<file path="src/rtl/apx_pkg.sv">
package apx_pkg;

   typedef enum logic [1:0] {
      APX_M8X8 = 2'b00,
      APX_M8X4 = 2'b01,
      APX_M8X2 = 2'b10,
      APX_MRSV = 2'b11
   } apx_mode_e;

   localparam int unsigned APX_GROUPS = 4;
   localparam int unsigned APX_DIG_W  = 2;
   localparam int unsigned APX_WGT_W  = APX_GROUPS * APX_DIG_W;

   // A weight digit carries negative weight only if it is the top digit of its field.
   function automatic logic digit_is_signed(apx_mode_e m, int unsigned g);
      case (m)
         APX_M8X2: return 1'b1;
         APX_M8X4: return (g % 2) == 1;
         default:  return g == (APX_GROUPS - 1);
      endcase
   endfunction

endpackage

</file>
<file path="src/rtl/apx_digit_grp.sv">
module apx_digit_grp #(
   parameter int ACT_W  = 8,
   parameter int PROD_W = ACT_W + 4
) (
   input  logic [ACT_W-1:0]         act_i,
   input  logic [1:0]               wdig_i,
   input  logic                     wsgn_i,
   output logic signed [PROD_W-1:0] prod_o
);
   localparam int NDIG = ACT_W / 2;

   if ((ACT_W % 2) != 0 || ACT_W < 4) begin : g_bad_act
      $error("apx_digit_grp: ACT_W must be even and at least 4");
   end
   if (PROD_W < ACT_W + 3) begin : g_bad_prod
      $error("apx_digit_grp: PROD_W too narrow");
   end

   logic signed [PROD_W-1:0] term [NDIG];
   logic                     w_top;

   assign w_top = wsgn_i & wdig_i[1];

   for (genvar i = 0; i < NDIG; i++) begin : g_dig
      logic               a_top;
      logic signed [5:0]  a_ext;
      logic signed [5:0]  w_ext;
      logic signed [5:0]  pp;
      if (i == NDIG - 1) begin : g_msd
         assign a_top = act_i[2*i+1];
      end else begin : g_lsd
         assign a_top = 1'b0;
      end
      assign a_ext   = {{4{a_top}}, act_i[2*i +: 2]};
      assign w_ext   = {{4{w_top}}, wdig_i};
      assign pp      = a_ext * w_ext;
      assign term[i] = {{(PROD_W-6){pp[5]}}, pp} <<< (2*i);
   end

   always_comb begin
      prod_o = '0;
      for (int i = 0; i < NDIG; i++) prod_o = prod_o + term[i];
   end

endmodule

</file>
<file path="src/rtl/apx_pe.sv">
module apx_pe
   import apx_pkg::*;
#(
   parameter int ACT_W  = 8,
   parameter int LANE_W = 16
) (
   input  logic                        clk_i,
   input  logic                        rst_ni,
   input  logic                        clear_i,
   input  logic                        valid_i,
   input  apx_mode_e                   mode_i,
   input  logic [ACT_W-1:0]            act_i,
   input  logic [APX_WGT_W-1:0]        wgt_i,
   input  logic [APX_GROUPS*LANE_W-1:0] psum_i,
   output logic [APX_GROUPS*LANE_W-1:0] psum_o,
   output logic                        vld_o
);
   localparam int PROD_W = ACT_W + 4;

   if (LANE_W <= PROD_W) begin : g_bad_lane
      $error("apx_pe: LANE_W must exceed the product width");
   end

   for (genvar g = 0; g < APX_GROUPS; g++) begin : g_grp
      logic signed [PROD_W-1:0] prod;
      logic        [LANE_W-1:0] lane_q;
      logic        [LANE_W-1:0] lane_d;

      apx_digit_grp #(.ACT_W(ACT_W), .PROD_W(PROD_W)) u_grp (
         .act_i  (act_i),
         .wdig_i (wgt_i[APX_DIG_W*g +: APX_DIG_W]),
         .wsgn_i (digit_is_signed(mode_i, g)),
         .prod_o (prod)
      );

      assign lane_d = psum_i[g*LANE_W +: LANE_W]
                    + {{(LANE_W-PROD_W){prod[PROD_W-1]}}, prod};

      always_ff @(posedge clk_i or negedge rst_ni) begin
         if (!rst_ni)      lane_q <= '0;
         else if (clear_i) lane_q <= '0;
         else if (valid_i) lane_q <= lane_d;
      end

      assign psum_o[g*LANE_W +: LANE_W] = lane_q;
   end

   always_ff @(posedge clk_i or negedge rst_ni) begin
      if (!rst_ni) vld_o <= 1'b0;
      else         vld_o <= valid_i & ~clear_i;
   end

endmodule

</file>
<file path="src/rtl/apx_col_combiner.sv">
module apx_col_combiner
   import apx_pkg::*;
#(
   parameter int LANE_W = 16,
   parameter int ACC_W  = 24
) (
   input  logic                         clk_i,
   input  logic                         rst_ni,
   input  logic                         clear_i,
   input  logic                         vld_i,
   input  apx_mode_e                    mode_i,
   input  logic [APX_GROUPS*LANE_W-1:0] lane_i,
   output logic [APX_GROUPS*ACC_W-1:0]  res_o
);
   if (ACC_W < LANE_W + 6) begin : g_bad_acc
      $error("apx_col_combiner: ACC_W must cover the widest shifted lane sum");
   end

   logic signed [ACC_W-1:0] ext  [APX_GROUPS];
   logic signed [ACC_W-1:0] comb [APX_GROUPS];

   for (genvar g = 0; g < APX_GROUPS; g++) begin : g_ext
      assign ext[g] = {{(ACC_W-LANE_W){lane_i[g*LANE_W+LANE_W-1]}},
                       lane_i[g*LANE_W +: LANE_W]};
   end

   always_comb begin
      for (int g = 0; g < APX_GROUPS; g++) comb[g] = '0;
      case (mode_i)
         APX_M8X2: begin
            for (int g = 0; g < APX_GROUPS; g++) comb[g] = ext[g];
         end
         APX_M8X4: begin
            comb[0] = ext[0] + (ext[1] <<< 2);
            comb[1] = ext[2] + (ext[3] <<< 2);
         end
         default: begin
            comb[0] = ext[0] + (ext[1] <<< 2) + (ext[2] <<< 4) + (ext[3] <<< 6);
         end
      endcase
   end

   for (genvar g = 0; g < APX_GROUPS; g++) begin : g_acc
      logic signed [ACC_W-1:0] acc_q;
      always_ff @(posedge clk_i or negedge rst_ni) begin
         if (!rst_ni)      acc_q <= '0;
         else if (clear_i) acc_q <= '0;
         else if (vld_i)   acc_q <= acc_q + comb[g];
      end
      assign res_o[g*ACC_W +: ACC_W] = acc_q;
   end

endmodule

</file>
<file path="src/rtl/apx_pe_column.sv">
module apx_pe_column
   import apx_pkg::*;
#(
   parameter int ACT_W  = 8,
   parameter int LANE_W = 16,
   parameter int ACC_W  = 24
) (
   input  logic                         clk_i,
   input  logic                         rst_ni,
   input  logic                         clear_i,
   input  logic [1:0]                   mode_i,
   input  logic                         valid_i,
   input  logic [ACT_W-1:0]             act_i,
   input  logic [APX_WGT_W-1:0]         wgt_i,
   input  logic [APX_GROUPS*LANE_W-1:0] psum_i,
   output logic [APX_GROUPS*LANE_W-1:0] psum_o,
   output logic [APX_GROUPS*ACC_W-1:0]  res_o
);
   apx_mode_e mode_q;
   logic      lane_vld;

   // Mode only moves while everything downstream is being cleared.
   always_ff @(posedge clk_i or negedge rst_ni) begin
      if (!rst_ni)      mode_q <= APX_M8X8;
      else if (clear_i) mode_q <= apx_mode_e'(mode_i);
   end

   apx_pe #(.ACT_W(ACT_W), .LANE_W(LANE_W)) u_pe (
      .clk_i   (clk_i),
      .rst_ni  (rst_ni),
      .clear_i (clear_i),
      .valid_i (valid_i),
      .mode_i  (mode_q),
      .act_i   (act_i),
      .wgt_i   (wgt_i),
      .psum_i  (psum_i),
      .psum_o  (psum_o),
      .vld_o   (lane_vld)
   );

   apx_col_combiner #(.LANE_W(LANE_W), .ACC_W(ACC_W)) u_comb (
      .clk_i   (clk_i),
      .rst_ni  (rst_ni),
      .clear_i (clear_i),
      .vld_i   (lane_vld),
      .mode_i  (mode_q),
      .lane_i  (psum_o),
      .res_o   (res_o)
   );

endmodule

</file>
<file path="config.mk">
export PLATFORM = sky130hd
export DESIGN_NAME = apx_pe_column
export DESIGN_NICKNAME = d
export VERILOG_FILES = /design/src/rtl/apx_pkg.sv /design/src/rtl/apx_digit_grp.sv /design/src/rtl/apx_pe.sv /design/src/rtl/apx_col_combiner.sv /design/src/rtl/apx_pe_column.sv
export SDC_FILE = /design/constraint.sdc
export NUM_CORES = 1
export LEC_CHECK = 0
export ABC_AREA = 1
export BUFFER_PORTS_ARGS = -buffer_cell sky130_fd_sc_hd__buf_4
export CORE_MARGIN = 8
export CORE_UTILIZATION = 56
export CTS_BUF_LIST = sky130_fd_sc_hd__clkbuf_8
export DETAILED_ROUTE_END_ITERATION = 16
export PLACE_DENSITY_LB_ADDON = 0.12
export SKIP_LAST_GASP = 1
export SLEW_MARGIN = 20
export SYNTH_ARGS = -nofsm -noshare
export SYNTH_HDL_FRONTEND = slang
export SYNTH_SLANG_ARGS = --single-unit
</file>
<file path="constraint.sdc">
create_clock -name clk_i -period 6.7 [get_ports clk_i]
set_clock_uncertainty 0.15 [all_clocks]
set_input_delay 1.005 -clock clk_i [delete_from_list [all_inputs] [get_ports clk_i]]
set_output_delay 1.005 -clock clk_i [all_outputs]
set_load 0.01 [all_outputs]
</file>
---- Word-level counts from Yosys, hierarchy flattened ----
Index checks and enable logic that the tools add are counted.
storage, ports and cells
  register bits ........................... 163
  input port bits ......................... 86
  output and inout port bits .............. 160
  word-level logic and storage cells ...... 81
operators by class
  add/sub/neg operators ................... 24
  multiply operators ...................... 16
  eq/ne operators ......................... 2
  muxes and demuxes ....................... 21
  bitwise gates (word level) .............. 5
  reductions and logical operators ........ 3
operators with widths
  kind                                                              count
  24-bit two-way mux                                                8
  16-bit two-way mux                                                8
  24-bit adder                                                      4
  24-bit one-hot mux with 2 select lines                            2
  16-bit adder                                                      4
  3-bit by 3-bit multiplier with 6-bit output                       9
  12-bit adder                                                      4
  48-bit two-way mux                                                1
  16-bit by 18-bit adder with 19-bit output                         2
  9-bit by 10-bit adder with 11-bit output                          3
  6-bit by 8-bit adder with 9-bit output                            3
  24-bit by 22-bit adder with 24-bit output                         1
  19-bit by 20-bit adder with 21-bit output                         1
  2-bit by 3-bit multiplier with 5-bit output                       3
  3-bit by 2-bit multiplier with 5-bit output                       3
  8-bit by 9-bit adder with 10-bit output                           1
  5-bit by 7-bit adder with 8-bit output                            1
  1-bit AND                                                         4
  2-bit by 2-bit multiplier with 4-bit output                       1
  2-bit nonzero test                                                2
  2-bit by 1-bit == test with 1-bit output (second input constant)  1
  2-bit == test (second input constant)                             1
  1-bit two-way mux                                                 2
  2-bit OR reduction                                                1
  1-bit inverter                                                    1

---- Logic depth before layout (Yosys ltp) ----
Gate-level depths: netlist of run 1.
  word-level depth ........................ 11
  mapped depth ............................ 39
  depth with buffers taken out ............ 39

---- Modules after synthesis ----
A second synthesis of run 1 with hierarchy kept.
second synthesis, totals
  cells, all modules ...................... 3737
  area total of the unflattened synthesis .. 24194.5 um^2
modules (own cells, without submodules)
  module                                    instances  cells each  area an instance (um^2)  sequential area each (um^2)
  apx_col_combiner                          1          1926        12399.4                  2402.3
  apx_pe                                    1          977         6083.3                   1626.6
  apx_digit_grp at u_pe.g_grp[0].u_grp ...  2          204         1398.8                   0.0
  apx_digit_grp at u_pe.g_grp[2].u_grp      1          210         1432.6                   0.0
  apx_digit_grp at u_pe.g_grp[3].u_grp      1          207         1405.1                   0.0
  apx_pe_column                             1          9           76.3                     50.0

---- Worst setup path after synthesis of run 1 ----
Ideal clock, no wire load.
  kind .................................... input-to-reg
  start point ............................. input wgt_i[1]
  end point ............................... register u_pe.g_grp[0].lane_q[15]
  library setup time ...................... 0.123 ns
  data arrival time ....................... 6.637 ns
  data required time ...................... 6.427 ns
  path slack .............................. -0.210 ns
  stages .................................. 33
  path buffers ............................ 2
  path through ............................ clkbuf_1 -> nand2_1 -> buf_2 -> nor2_1 -> ha_1 -> inv_1 -> fa_1 -> inv_1 -> ha_1 -> inv_1 -> fa_1 -> xor2_1 -> inv_1 -> fa_1 -> inv_1 -> ha_1 -> a21oi_1 -> nor2_1 -> nor2_1 -> nor2_1 -> nor2_1 -> xor2_1 -> inv_1 -> ha_1 -> o21ai_0 -> ha_1 -> a21o_1 -> a21oi_1 -> nor2_1 -> a211oi_1 -> a21oi_1 -> o21ai_0 -> nand2_1
between the ends
  cells in the longest elaborated chain, start to end .. 8
  elaborated cells between the ends (all ways) .. 11
  classes of those cells .................. add/sub: 4; mul: 4; mux: 2; bitwise: 1
ends and longest elaborated chain
  item                                         line                 text
  from (decl)                                  apx_pe_column.sv:14  input logic [APX_WGT_W-1:0] wgt_i,
  1-bit AND                                    apx_digit_grp.sv:22  assign w_top = wsgn_i & wdig_i[1];
  3-bit by 3-bit multiplier with 6-bit output  apx_digit_grp.sv:36  assign pp = a_ext * w_ext;
  6-bit by 8-bit adder with 9-bit output       apx_digit_grp.sv:42  for (int i = 0; i < NDIG; i++) prod_o = prod_o + term[i];
  9-bit by 10-bit adder with 11-bit output     apx_digit_grp.sv:42
  12-bit adder *                               apx_digit_grp.sv:42
  16-bit adder *                               apx_pe.sv:37         + {{(LANE_W-PROD_W){prod[PROD_W-1]}}, prod};
  16-bit two-way mux *                         apx_pe.sv:42         else if (valid_i) lane_q <= lane_d;
  16-bit two-way mux *                         apx_pe.sv:41         else if (clear_i) lane_q <= '0;
  to (signal assigned)                         apx_pe.sv:42
  to (decl)                                    apx_pe.sv:26         logic [LANE_W-1:0] lane_q;
Every way passes the cells marked *; elsewhere a longest branch is shown, timed or not. The select of a mux whose other input is x is not followed.
A chain may end at the register's enable or synchronous reset.

---- Worst setup path in the final report of run 1 ----
  start point ............................. register mode_q[0]
  end point ............................... register u_pe.g_grp[2].lane_q[14]
between the ends
  cells in the longest elaborated chain, start to end .. 10
  elaborated cells between the ends (all ways) .. 13
  classes of those cells .................. add/sub: 4; mul: 4; eq/ne: 1; mux: 3; bitwise: 1
ends and longest elaborated chain
  item                                         line                 text
  from (decl)                                  apx_pe_column.sv:19  apx_mode_e mode_q;
  from (signal assigned)                       apx_pe_column.sv:25  else if (clear_i) mode_q <= apx_mode_e'(mode_i);
  2-bit == test *                              apx_pkg.sv:16        case (m)
  1-bit two-way mux *                          apx_pkg.sv:16
  1-bit AND *                                  apx_digit_grp.sv:22
  3-bit by 3-bit multiplier with 6-bit output  apx_digit_grp.sv:36
  6-bit by 8-bit adder with 9-bit output       apx_digit_grp.sv:42
  9-bit by 10-bit adder with 11-bit output     apx_digit_grp.sv:42
  12-bit adder *                               apx_digit_grp.sv:42
  16-bit adder *                               apx_pe.sv:37
  16-bit two-way mux *                         apx_pe.sv:42
  16-bit two-way mux *                         apx_pe.sv:41
  to (signal assigned)                         apx_pe.sv:42
  to (decl)                                    apx_pe.sv:26
Marks and branches as above.

==> results of run 1 <==
## stage by stage
stage                     setup WS (ns)  cell area (um2)  utilization, %  hold slack (ns)  instances
after floorplan                  0.0105            22500               -            0.373       3285
after global placement           0.0699            24900            62.9            0.344       4023
after detailed placement         -0.302            24900            62.9            0.353       4023
after CTS                        0.0661            25300            63.9            0.378       4055
after global routing            -0.0500            25600            64.5            0.397       4058
final                             0.387            25600            64.5            0.375       4059
## critical path: cells and delay by family (launching register included)
family	cells	cell delay, ns
buf+inv	7	0.46
flops	1	0.36
fa+ha+maj	9	2.91
compound gates	8	1.21
xor+xnor	2	0.34
simple gates	8	0.83
## area by class of cell
cell class,instances,area (um2),share of cell area (%)
Multi-Input combinational cell,2520,16300,63.8
Clock buffer,19,262,1.02
Antenna cell,1,2.50,0.00978
Timing Repair Buffer,278,2090,8.17
Tap cell,525,657,2.57
Sequential cell,163,4080,15.9
Inverter,540,2030,7.92
Clock inverter,13,136,0.533
## power by group
group          switching, mW  internal (mW)  total, mW
Combinational           3.82           2.33       6.15
Clock                  0.458          0.326      0.784
Sequential             0.394           1.14       1.54
Total                   4.68           3.80       8.47
## per-layer routing
layer  track usage [%]  routed length, um  up-vias
met4              12.9               2930        0
met3              5.08               4830      164
li1                  -                  -    11291
met1              39.5              32100    10790
met5                 0                  0        -
met2              52.1              35000      809
## cells in the mapped netlist, types with 7 or more instances
cell type and count:
o31ai_1 26, o22ai_1 21, inv_1 533, buf_2 12
nand2_2 7, o21ai_1 28, xnor2_1 32, nand4_1 19
o21a_1 9, ha_1 352, o21ai_2 8, a21boi_0 10
xor2_1 71, nand3_1 130, and2_1 7, nand2_1 784
fa_1 69, o21ai_0 208, o211ai_1 8, nor2_1 228
a21o_1 38, a21oi_1 325, or2_2 14, clkbuf_1 41
o21bai_1 18, dfrtp_1 163, a31oi_1 13, a22o_1 10
nor3_1 23, buf_1 9
## flip-flops by register name, summed over array words and instances (netlist names)
signal and flops:
mode_q 2, u_comb.g_acc.acc_q 96, u_pe.g_grp.lane_q 64, u_pe.vld_o 1
## timing repair
item,in CTS,in global routing
buffers inserted,0,3
endpoints found under the setup margin,0,20
resized for setup,0,37
## logic make-up (layout without fill, tap and decap cells)
| family | Yosys count | in the layout | share of synthesized area, % |
|---|---|---|---|
| and+or+nand+nor | 1231 | 1231 | 22.3 |
| adders and majority gates | 421 | 421 | 25.8 |
| AOI/OAI and AO/OA | 764 | 764 | 19.6 |
| DFF | 163 | 163 | 18.2 |
| xor gates and xnor gates | 104 | 104 | 4.09 |
| buffers and inverters | 602 | 850 | 10.1 |
| other | 0 | 1 | 0 |
## how the worst max path moves through the flow
| stage | startpoint | to | slack, ns | cells past startpoint |
|---|---|---|---|---|
| after CTS | mode_q[0] | u_pe.g_grp[2].lane_q[14] | 0.07 | 34 |
| after global placement | wgt_i[5] | u_pe.g_grp[2].lane_q[15] | 0.07 | 33 |
| after floorplan | wgt_i[1] | u_pe.g_grp[0].lane_q[15] | 0.01 | 33 |
| final | mode_q[0] | u_pe.g_grp[2].lane_q[14] | 0.39 | 34 |
| after global routing | mode_q[0] | u_pe.g_grp[2].lane_q[14] | -0.05 | 34 |
| after detailed placement | wgt_i[5] | u_pe.g_grp[2].lane_q[14] | -0.30 | 33 |
==> metrics.md, run 1 <==
| Metric | Value |
|---|---|
| YS warnings | `0` |
| Final Routed Wirelength | `74800 um` |
| Critical path's largest stage delay | `0.55 ns` |
| Synth cell types | `58` |
| Worst-skew pair later-pin latency | `0.53 ns` |
| Critical path class | `reg2reg` |
| Mapped Nets | `3792` |
| Final Max Slew Viols | `0` |
| I/O pins | `246` |
| CTS Hold Bufs | `0` |
| Leakage power total | `14.8 nW` |
| FF-to-FF path depth | `34` |
| Max clock buf depth | `2` |
| Antenna Nets Post-Route | `0` |
| Clock Sink Count | `163` |
| Min-Delay Endpoint | `u_comb.g_acc[3].acc_q[17]` |
| FF-to-FF Start | `mode_q[0]` |
| Total core area | `39600 um2` |
| DP HPWL | `60700 um` |
| Endpoints failing hold | `0` |
| Register-to-register setup slack | `0.39 ns` |
| TritonCTS Buffers | `17` |
| CP Capture Type | `flop` |
| Most frequent cells in the layout | `nand2_1 (783), inv_1 (532), ha_1 (341), a21oi_1 (318), buf_4 (277)` |
| Fmax | `158 MHz` |
| Power density cells | `331 nW/um2` |
| Area contributors post-synth | `ha_1 (20%), dfrtp_1 (18%), nand2_1 (13%), inv_1 (8.9%), a21oi_1 (7.2%)` |
| Via count | `23054` |
| Port bufs | `245` |
| WL per Instance | `18.4 um` |
| Reg-to-Reg End | `u_pe.g_grp[2].lane_q[14]` |
| Final period util | `94.2%` |
| Crit path required time | `7.02 ns` |
| Final setup viols | `0` |
| Final net count | `4027` |
| Main synth FF type | `dfrtp_1` |
| Worst-Margin Slew | `1.06 ns` |
| Sequential share of the synthesized area | `18.2%` |
| Max Cap Viol | `0` |
| Min Tclk post-route | `6.31 ns` |
| Total design power | `8.47 mW` |
| WHS Path Cells | `2` |
| Cell taking the most area after synthesis | `ha_1` |
| Most common cell after layout, fill and taps aside | `nand2_1` |
| CP startpoint kind | `flop` |
| First-pass GRT wire length | `118000 um` |
| Slew headroom | `28.6%` |
| Initial Util | `56.6%` |
| Largest net degree at the start of global routing | `99` |
| Die ar. | `46800 um2` |
| Initial antenna violation count | `0` |
| Router iterations before antenna repair | `6` |
| Syn avg cell area | `6.83 um2` |
| Clock Pin Slew Worst Setup and Hold Paths | `0.10 ns` |
| Hold path startpoint | `u_comb.g_acc[3].acc_q[17]` |
| H-tree Lvls | `4` |
| Max VDD drop | `0.182 mV` |
| Grt ovf | `0` |
| DIE WIDTH | `216 um` |
| CTS tree | `yes` |
| Total GRT Usage | `31.1%` |
| CP max FO | `5` |
| Post-synthesis register bit count | `163` |
| # rows | `73` |
| GPL Wtd Cong | `0.954` |
| DRC | `0` |
| Worst Path Arrival | `6.63 ns` |
| P&R area growth vs syn | `14.0%` |
| Clk root buf | `clkbuf_8` |
| RSZ-0062 raised after global routing | `true` |
| Post-synth EDFFs | `0` |
| Status | `completed` |
| Setup TNS | `0 ns` |
| Top-area cell type share of the netlist area | `19.6%` |
| Post-synth ARST share | `100%` |
| Chip height | `216 um` |
| Fillers | `3689` |
| Syn Std Cell Area | `22400 um2` |
| Starting DRT DRC Count | `1783` |
| Vias per cell | `5.68` |
| Cells after Synth | `3285` |
| Share of layout cells above drive strength 1 | `11.5%` |
| Most used cell, CP | `inv_1` |
| Worst hold path class | `reg2reg` |
| Max stage delay cell, worst path | `fa_1` |
| Vias in the first global route | `22689` |
(Power assumes the default switching activity.)
==> run 2: changes to the inputs <==
--- a/config.mk
+++ b/config.mk
@@ -12,6 +12,7 @@
 export CTS_BUF_LIST = sky130_fd_sc_hd__clkbuf_8
 export DETAILED_ROUTE_END_ITERATION = 16
 export PLACE_DENSITY_LB_ADDON = 0.12
+export REMOVE_ABC_BUFFERS = 1
 export SKIP_LAST_GASP = 1
 export SLEW_MARGIN = 20
 export SYNTH_ARGS = -nofsm -noshare
==> run 2 against run 1 <==
  * Flip-flop and latch count stayed put
  * Sequential share of layout area hardly changed
  * Clock power is 2% lower
  * Worst setup slack worse by 0.040 ns
  * Clock-buffer cell count is 2 lower
  * Fmax is 0.63% lower
  * Non-clock buffer count is 24 higher
  * Power is 1.1% lower
  * Final area hardly changed
  * Critical endpoint is now u_pe.g_grp[0].lane_q[15]
  * Largest cell class unchanged
  * Largest power group unchanged
==> metrics.md, run 2 (synthesis gave the netlist of run 1 again) <==
| Metric | Value |
|---|---|
| Psw | `4.62 mW (-1.2%)` |
| Slew headroom | `40.0% (+11 points)` |
| Worst-skew pair later-pin latency | `0.51 ns (-0.02 ns)` |
| Initial Util | `56.6% (unchanged)` |
| DIE WIDTH | `216 um (unchanged)` |
| TritonCTS Buffers | `17 (unchanged)` |
| Final Max Slew Viols | `0 (unchanged)` |
| Share of layout cells above drive strength 1 | `11.4% (-0.021 points)` |
| Total GRT Usage | `31.1% (-0.067 points)` |
| Largest net degree at the start of global routing | `66 (-33%)` |
| Final net count | `4051 (+0.60%)` |
| Port bufs | `245 (unchanged)` |
| Worst hold path class | `in2async` |
| Clock Pin Slew Worst Setup and Hold Paths | `0.10 ns (about the same)` |
| Clock Sink Count | `163 (unchanged)` |
| Min Tclk post-route | `6.35 ns (+0.0397 ns)` |
| Final Routed Wirelength | `73900 um (-1.2%)` |
| I/O pins | `246 (unchanged)` |
| Setup TNS | `0 ns (unchanged)` |
| Antenna diode count | `0 (-1)` |
| H-tree Lvls | `4 (unchanged)` |
| Chip height | `216 um (unchanged)` |
| Internal | `3.76 mW (-0.88%)` |
| Sequential power share | `17.9% (-0.2 points)` |
| Clock power frac | `9.2% (about the same)` |
| Sw frac | `55.1% (-0.085 points)` |
| Comb pwr share | `73.0% (+0.4 points)` |
| Crit path required time | `6.95 ns (-0.07 ns)` |
| Most common cell after layout, fill and taps aside | `nand2_1` |
| Critical path class | `reg2reg` |
| Router iterations before antenna repair | `6 (unchanged)` |
| Pre-CTS setup slack | `-0.338 ns (-0.0364 ns)` |
| CTS Hold Bufs | `0 (unchanged)` |
| Most frequent cells in the layout | `nand2_1 (784), inv_1 (533), ha_1 (350), a21oi_1 (322), buf_4 (301)` |
| CP startpoint kind | `flop` |
| Final std cells w/o fill | `4082 (+0.57%)` |
| Vias in the first global route | `22902 (+0.94%)` |
| Worst Path Arrival | `6.60 ns (-0.03 ns)` |
| Vias per cell | `5.60 (-1.3%)` |
| Leakage power total | `14.9 nW (+0.69%)` |
| Power density cells | `327 nW/um2 (-1.1%)` |
| DRC | `0 (unchanged)` |
| GPL Wtd Cong | `0.977 (+2.4%)` |
| Fmax | `157 MHz (-0.63%)` |
| Initial antenna violation count | `0 (unchanged)` |
| CTS tree | `yes` |
| CP Capture Type | `flop` |
| Endpoints failing hold | `0 (unchanged)` |
| First-pass GRT wire length | `118000 um (about the same)` |
| Worst-Margin Slew | `0.901 ns (-0.163 ns)` |
| Top Registers | `u_comb.g_acc.acc_q x96, u_pe.g_grp.lane_q x64, mode_q x2` |
| # placed instances | `4049 (+0.65%)` |
| DP HPWL | `61000 um (+0.63%)` |
| Starting DRT DRC Count | `1760 (-1.3%)` |
| WL per Instance | `18.1 um (-1.8%)` |
| Reg with most FFs | `u_comb.g_acc.acc_q` |
| CP max FO | `5 (unchanged)` |
| Die ar. | `46800 um2 (unchanged)` |
| Grt ovf | `0 (unchanged)` |
| Max Cap Viol | `0 (unchanged)` |
| Worst setup margin | `0.347 ns (-0.0397 ns)` |
| Largest register FFs | `96 (unchanged)` |
| Antenna Nets Post-Route | `0 (unchanged)` |
| Status | `completed` |
| Final period util | `94.8% (+0.59 points)` |
| # rows | `73 (unchanged)` |
| Max clock buf depth | `2 (unchanged)` |
| Max stage delay cell, worst path | `fa_1` |
| P&R area growth vs syn | `14.1% (about the same)` |
| Most used cell, CP | `inv_1` |
| Total core area | `39600 um2 (unchanged)` |
| Clk root buf | `clkbuf_8` |
| Final setup viols | `0 (unchanged)` |
| Critical path's largest stage delay | `0.54 ns (about the same)` |
| Max VDD drop | `0.187 mV (+3.0%)` |
| Via count | `22877 (-0.77%)` |
## run 2: final cells by class
type | count | area [um2]
well taps | 525 | 657
multi-input cells | 2520 | 16200
fillers | 3645 | 14000
inverters | 540 | 2030
clock inverters | 15 | 160
flip-flops and latches | 163 | 4080
clock buffers | 17 | 234
repair buffers | 302 | 2270
## run 2: final timing paths
| path | slack (ns) | end | cells past startpoint | start |
|---|---|---|---|---|
| hold reg to reg | 0.38 | u_comb.g_acc[3].acc_q[18] | 2 | u_comb.g_acc[3].acc_q[18] |
| hold / removal | 0.24 | u_comb.g_acc[1].acc_q[18] | 1 | rst_ni |
| max in group asynchronous | 4.94 | u_comb.g_acc[0].acc_q[16] | 2 | rst_ni |
| min in group clk_i | 0.38 | u_comb.g_acc[3].acc_q[18] | 2 | u_comb.g_acc[3].acc_q[18] |
| setup reg to reg | 0.35 | u_pe.g_grp[0].lane_q[15] | 31 | mode_q[0] |
| setup / recovery | 0.35 | u_pe.g_grp[0].lane_q[15] | 31 | mode_q[0] |
## run 2: power by group through the flow
stage	clock network, mW	registers, mW	logic [mW]
final	0.768	1.50	6.12
after global routing	0.817	1.51	6.90
after global placement	0	1.50	5.82
after CTS	0.781	1.49	6.02
after detailed placement	0	1.51	5.98
after floorplan	0	1.40	4.23
## run 2: metrics by stage
| step | hold WS, ns | total power, mW | utilization [%] | instance area (um2) |
|---|---|---|---|---|
| after floorplan | 0.373 | 5.63 | - | 22200 |
| after global placement | 0.347 | 7.32 | 63.4 | 25100 |
| after detailed placement | 0.350 | 7.48 | 63.4 | 25100 |
| after CTS | 0.219 | 8.28 | 64.4 | 25500 |
| after global routing | 0.235 | 9.22 | 64.6 | 25600 |
| final | 0.236 | 8.38 | 64.6 | 25600 |
## run 2: worst max-delay path, delay by kind of cell (launching register included)
kind | cells | cell delay [ns]
simple gates | 3 | 0.36
flops | 1 | 0.40
buf+inv | 9 | 0.89
xor+xnor | 3 | 0.48
compound gates | 8 | 1.31
fa+ha+maj | 8 | 2.64
## run 2: routing by layer
metal	up-vias	track usage, %	wire [um]
met3	180	4.94	4140
met5	-	0	0
li1	11314	-	-
met1	10632	38.3	31800
met4	0	15.5	3850
met2	751	52.3	34100
## run 2: what timing repair did
action / CTS / global route
endpoints found under the hold margin: 0 / 0
gates resized for setup: 0 / 15
endpoints found under the setup margin: 0 / 16
setup buffers: 0 / 1
==> run 3: changes to the inputs <==
--- a/config.mk
+++ b/config.mk
@@ -6,7 +6,7 @@
 export NUM_CORES = 1
 export LEC_CHECK = 0
 export ABC_AREA = 1
-export BUFFER_PORTS_ARGS = -buffer_cell sky130_fd_sc_hd__buf_4
+export BUFFER_PORTS_ARGS = -buffer_cell sky130_fd_sc_hd__buf_2
 export CORE_MARGIN = 8
 export CORE_UTILIZATION = 56
 export CTS_BUF_LIST = sky130_fd_sc_hd__clkbuf_8
==> run 3 against run 2 <==
  * Clock-buffer cell count did not move
  * Power about the same
  * Global-route usage is 0.51 points lower
  * Core utilization is 1.2 points lower
  * Register-to-register slack improved by 0.05 ns
  * Critical endpoint is now u_pe.g_grp[1].lane_q[15]
  * Largest power group unchanged
==> metrics.md, run 3 (synthesis gave the netlist of run 1 again) <==
| Metric | Value |
|---|---|
| Core Util, Final | `63.3% (-1.2 points)` |
| Psw | `4.62 mW (about the same)` |
| Leakage power total | `14.9 nW (-0.29%)` |
| DRC | `0 (unchanged)` |
| CP max FO | `4 (-1)` |
| # rows | `73 (unchanged)` |
| Total core area | `39600 um2 (unchanged)` |
| Critical path's largest stage delay | `0.54 ns (about the same)` |
| Final net count | `4053 (+0.049%)` |
| Sequential power share | `17.9% (about the same)` |
| Clock Sink Count | `163 (unchanged)` |
| Fmax | `159 MHz (+0.80%)` |
| Crit path required time | `6.96 ns (about the same)` |
| Max VDD drop | `0.167 mV (-11%)` |
| Endpoints failing hold | `0 (unchanged)` |
| Worst Path Arrival | `6.56 ns (-0.04 ns)` |
| Initial antenna violation count | `2 (+2)` |
| Top Registers | `u_comb.g_acc.acc_q x96, u_pe.g_grp.lane_q x64, mode_q x2` |
| Clk root buf | `clkbuf_8` |
| Sw frac | `55.1% (about the same)` |
| Comb pwr share | `72.3% (-0.7 points)` |
| Final period util | `94.1% (-0.75 points)` |
| Clock Pin Slew Worst Setup and Hold Paths | `0.10 ns (about the same)` |
| Reg with most FFs | `u_comb.g_acc.acc_q` |
| Worst hold path class | `in2async` |
| Antenna Nets Post-Route | `0 (unchanged)` |
| RSZ-0062 raised after global routing | `true` |
| Largest net degree at the start of global routing | `78 (+18%)` |
| CTS tree | `yes` |
| DIE WIDTH | `216 um (unchanged)` |
| Vias in the first global route | `22625 (-1.2%)` |
| First-pass GRT wire length | `116000 um (-1.6%)` |
| Router iterations before antenna repair | `7 (+1)` |
| Grt ovf | `0 (unchanged)` |
| Port bufs | `245 (unchanged)` |
| Final setup viols | `0 (unchanged)` |
| Fillers | `3703 (+1.6%)` |
| Largest register FFs | `96 (unchanged)` |
| CP startpoint kind | `flop` |
| Power density cells | `334 nW/um2 (+1.9%)` |
| Critical path class | `reg2reg` |
| Final Max Slew Viols | `0 (unchanged)` |
| Vias per cell | `5.65 (+0.75%)` |
| Final Routed Wirelength | `73800 um (-0.19%)` |
| Via count | `23066 (+0.83%)` |
| GPL Wtd Cong | `0.964 (-1.3%)` |
| Max clock buf depth | `2 (unchanged)` |
| Worst-skew pair later-pin latency | `0.51 ns (about the same)` |
| P&R area growth vs syn | `11.9%` |
| Status | `completed` |
| Internal | `3.76 mW (about the same)` |
| Total GRT Usage | `30.6% (-0.51 points)` |
| WL per Instance | `18.1 um (-0.26%)` |
| TritonCTS Buffers | `17 (unchanged)` |
| Share of layout cells above drive strength 1 | `11.8% (+0.33 points)` |
| Initial Util | `56.6% (unchanged)` |
| Min Tclk post-route | `6.30 ns (-0.0503 ns)` |
| Starting DRT DRC Count | `1780 (+1.1%)` |
| Most frequent cells in the layout | `nand2_1 (782), inv_1 (533), ha_1 (349), a21oi_1 (320), buf_2 (244)` |
| Most common cell after layout, fill and taps aside | `nand2_1` |
| Clock power frac | `9.8% (+0.6 points)` |
| Most used cell, CP | `inv_1` |
| H-tree Lvls | `4 (unchanged)` |
| CP Capture Type | `flop` |
| Max stage delay cell, worst path | `fa_1` |
| DP HPWL | `60600 um (-0.65%)` |
| Die ar. | `46800 um2 (unchanged)` |
| Worst-Margin Slew | `1.01 ns (+0.108 ns)` |
| Setup TNS | `0 ns (unchanged)` |
| I/O pins | `246 (unchanged)` |
| Slew headroom | `32.7% (-7.2 points)` |
| Max Cap Viol | `0 (unchanged)` |
| Chip height | `216 um (unchanged)` |
==> run 3: cell types whose count changed in the layout (fill, tap and decap cells not counted), sizes merged <==
cell      before  now
inv          548  545
buf          302  304
bufinv         1    3
diode          0    1
clkinv         4    6
clkinvlp       2    1
==> run 3: metrics by stage <==
stage                     total power, mW  area, um2  std cells  setup slack, ns  hold slack, ns
after floorplan                      5.63      22200       3223           -0.530           0.373
after global placement               7.24      24500       4049           0.0442           0.340
after detailed placement             7.38      24500       4049           -0.147           0.350
after CTS                            8.24      25000       4081            0.208           0.173
after global routing                 9.21      25100       4085          -0.0701           0.194
final                                8.38      25100       4085            0.397           0.196
==> run 3: critical path: cells and delay by family, from the launching register on <==
family	cells	cell delay, ns
buffers and inverters	10	0.83
and+or+nand+nor	11	1.10
AOI/OAI and AO/OA	4	0.62
DFF	1	0.40
adders and majority gates	10	2.91
xor gates and xnor gates	1	0.16
==> run 3: repair_timing <==
action	CTS	global route
buffers inserted	0	3
hold buffers	0	0
resized for setup	0	26
hold endpoints to repair	0	0
endpoints found under the setup margin	0	18
==> run 3: metal layers <==
metal | global-route usage (%) | share of wire (%)
met1 | 38.1 | 42
met2 | 52.0 | 46
met4 | 13.1 | 4.5
met3 | 4.75 | 7.1
met5 | 0 | 0.016
==> run 3: power by group through the flow <==
stage / Sequential (mW) / Combinational (mW) / Clock (mW)
floorplan: 1.40 / 4.23 / 0
global placement: 1.50 / 5.74 / 0
detailed placement: 1.50 / 5.88 / 0
CTS: 1.49 / 5.92 / 0.836
global route: 1.50 / 6.84 / 0.862
finish: 1.50 / 6.05 / 0.824
==> run 3: final timing paths <==
kind	startpoint	endpoint	slack [ns]	cells past startpoint
max in group asynchronous	rst_ni	u_comb.g_acc[0].acc_q[13]	4.90	2
min in group clk_i	u_comb.g_acc[3].acc_q[20]	u_comb.g_acc[3].acc_q[20]	0.37	2
max reg2reg	mode_q[0]	u_pe.g_grp[1].lane_q[15]	0.40	36
min reg2reg	u_comb.g_acc[3].acc_q[20]	u_comb.g_acc[3].acc_q[20]	0.37	2
max	mode_q[0]	u_pe.g_grp[1].lane_q[15]	0.40	36
min	rst_ni	u_comb.g_acc[1].acc_q[13]	0.20	1
==> run 3: layout make-up <==
| class | count | area [um2] | area share, % |
|---|---|---|---|
| sequential | 163 | 4080 | 16.2 |
| antenna | 1 | 2.50 | 0.00997 |
| timing repair buffer | 304 | 1680 | 6.67 |
| clock buffer | 17 | 234 | 0.932 |
| clock inverter | 15 | 190 | 0.757 |
| tap | 525 | 657 | 2.62 |
| inverter | 540 | 2030 | 8.07 |
| multi-input combinational | 2520 | 16200 | 64.7 |
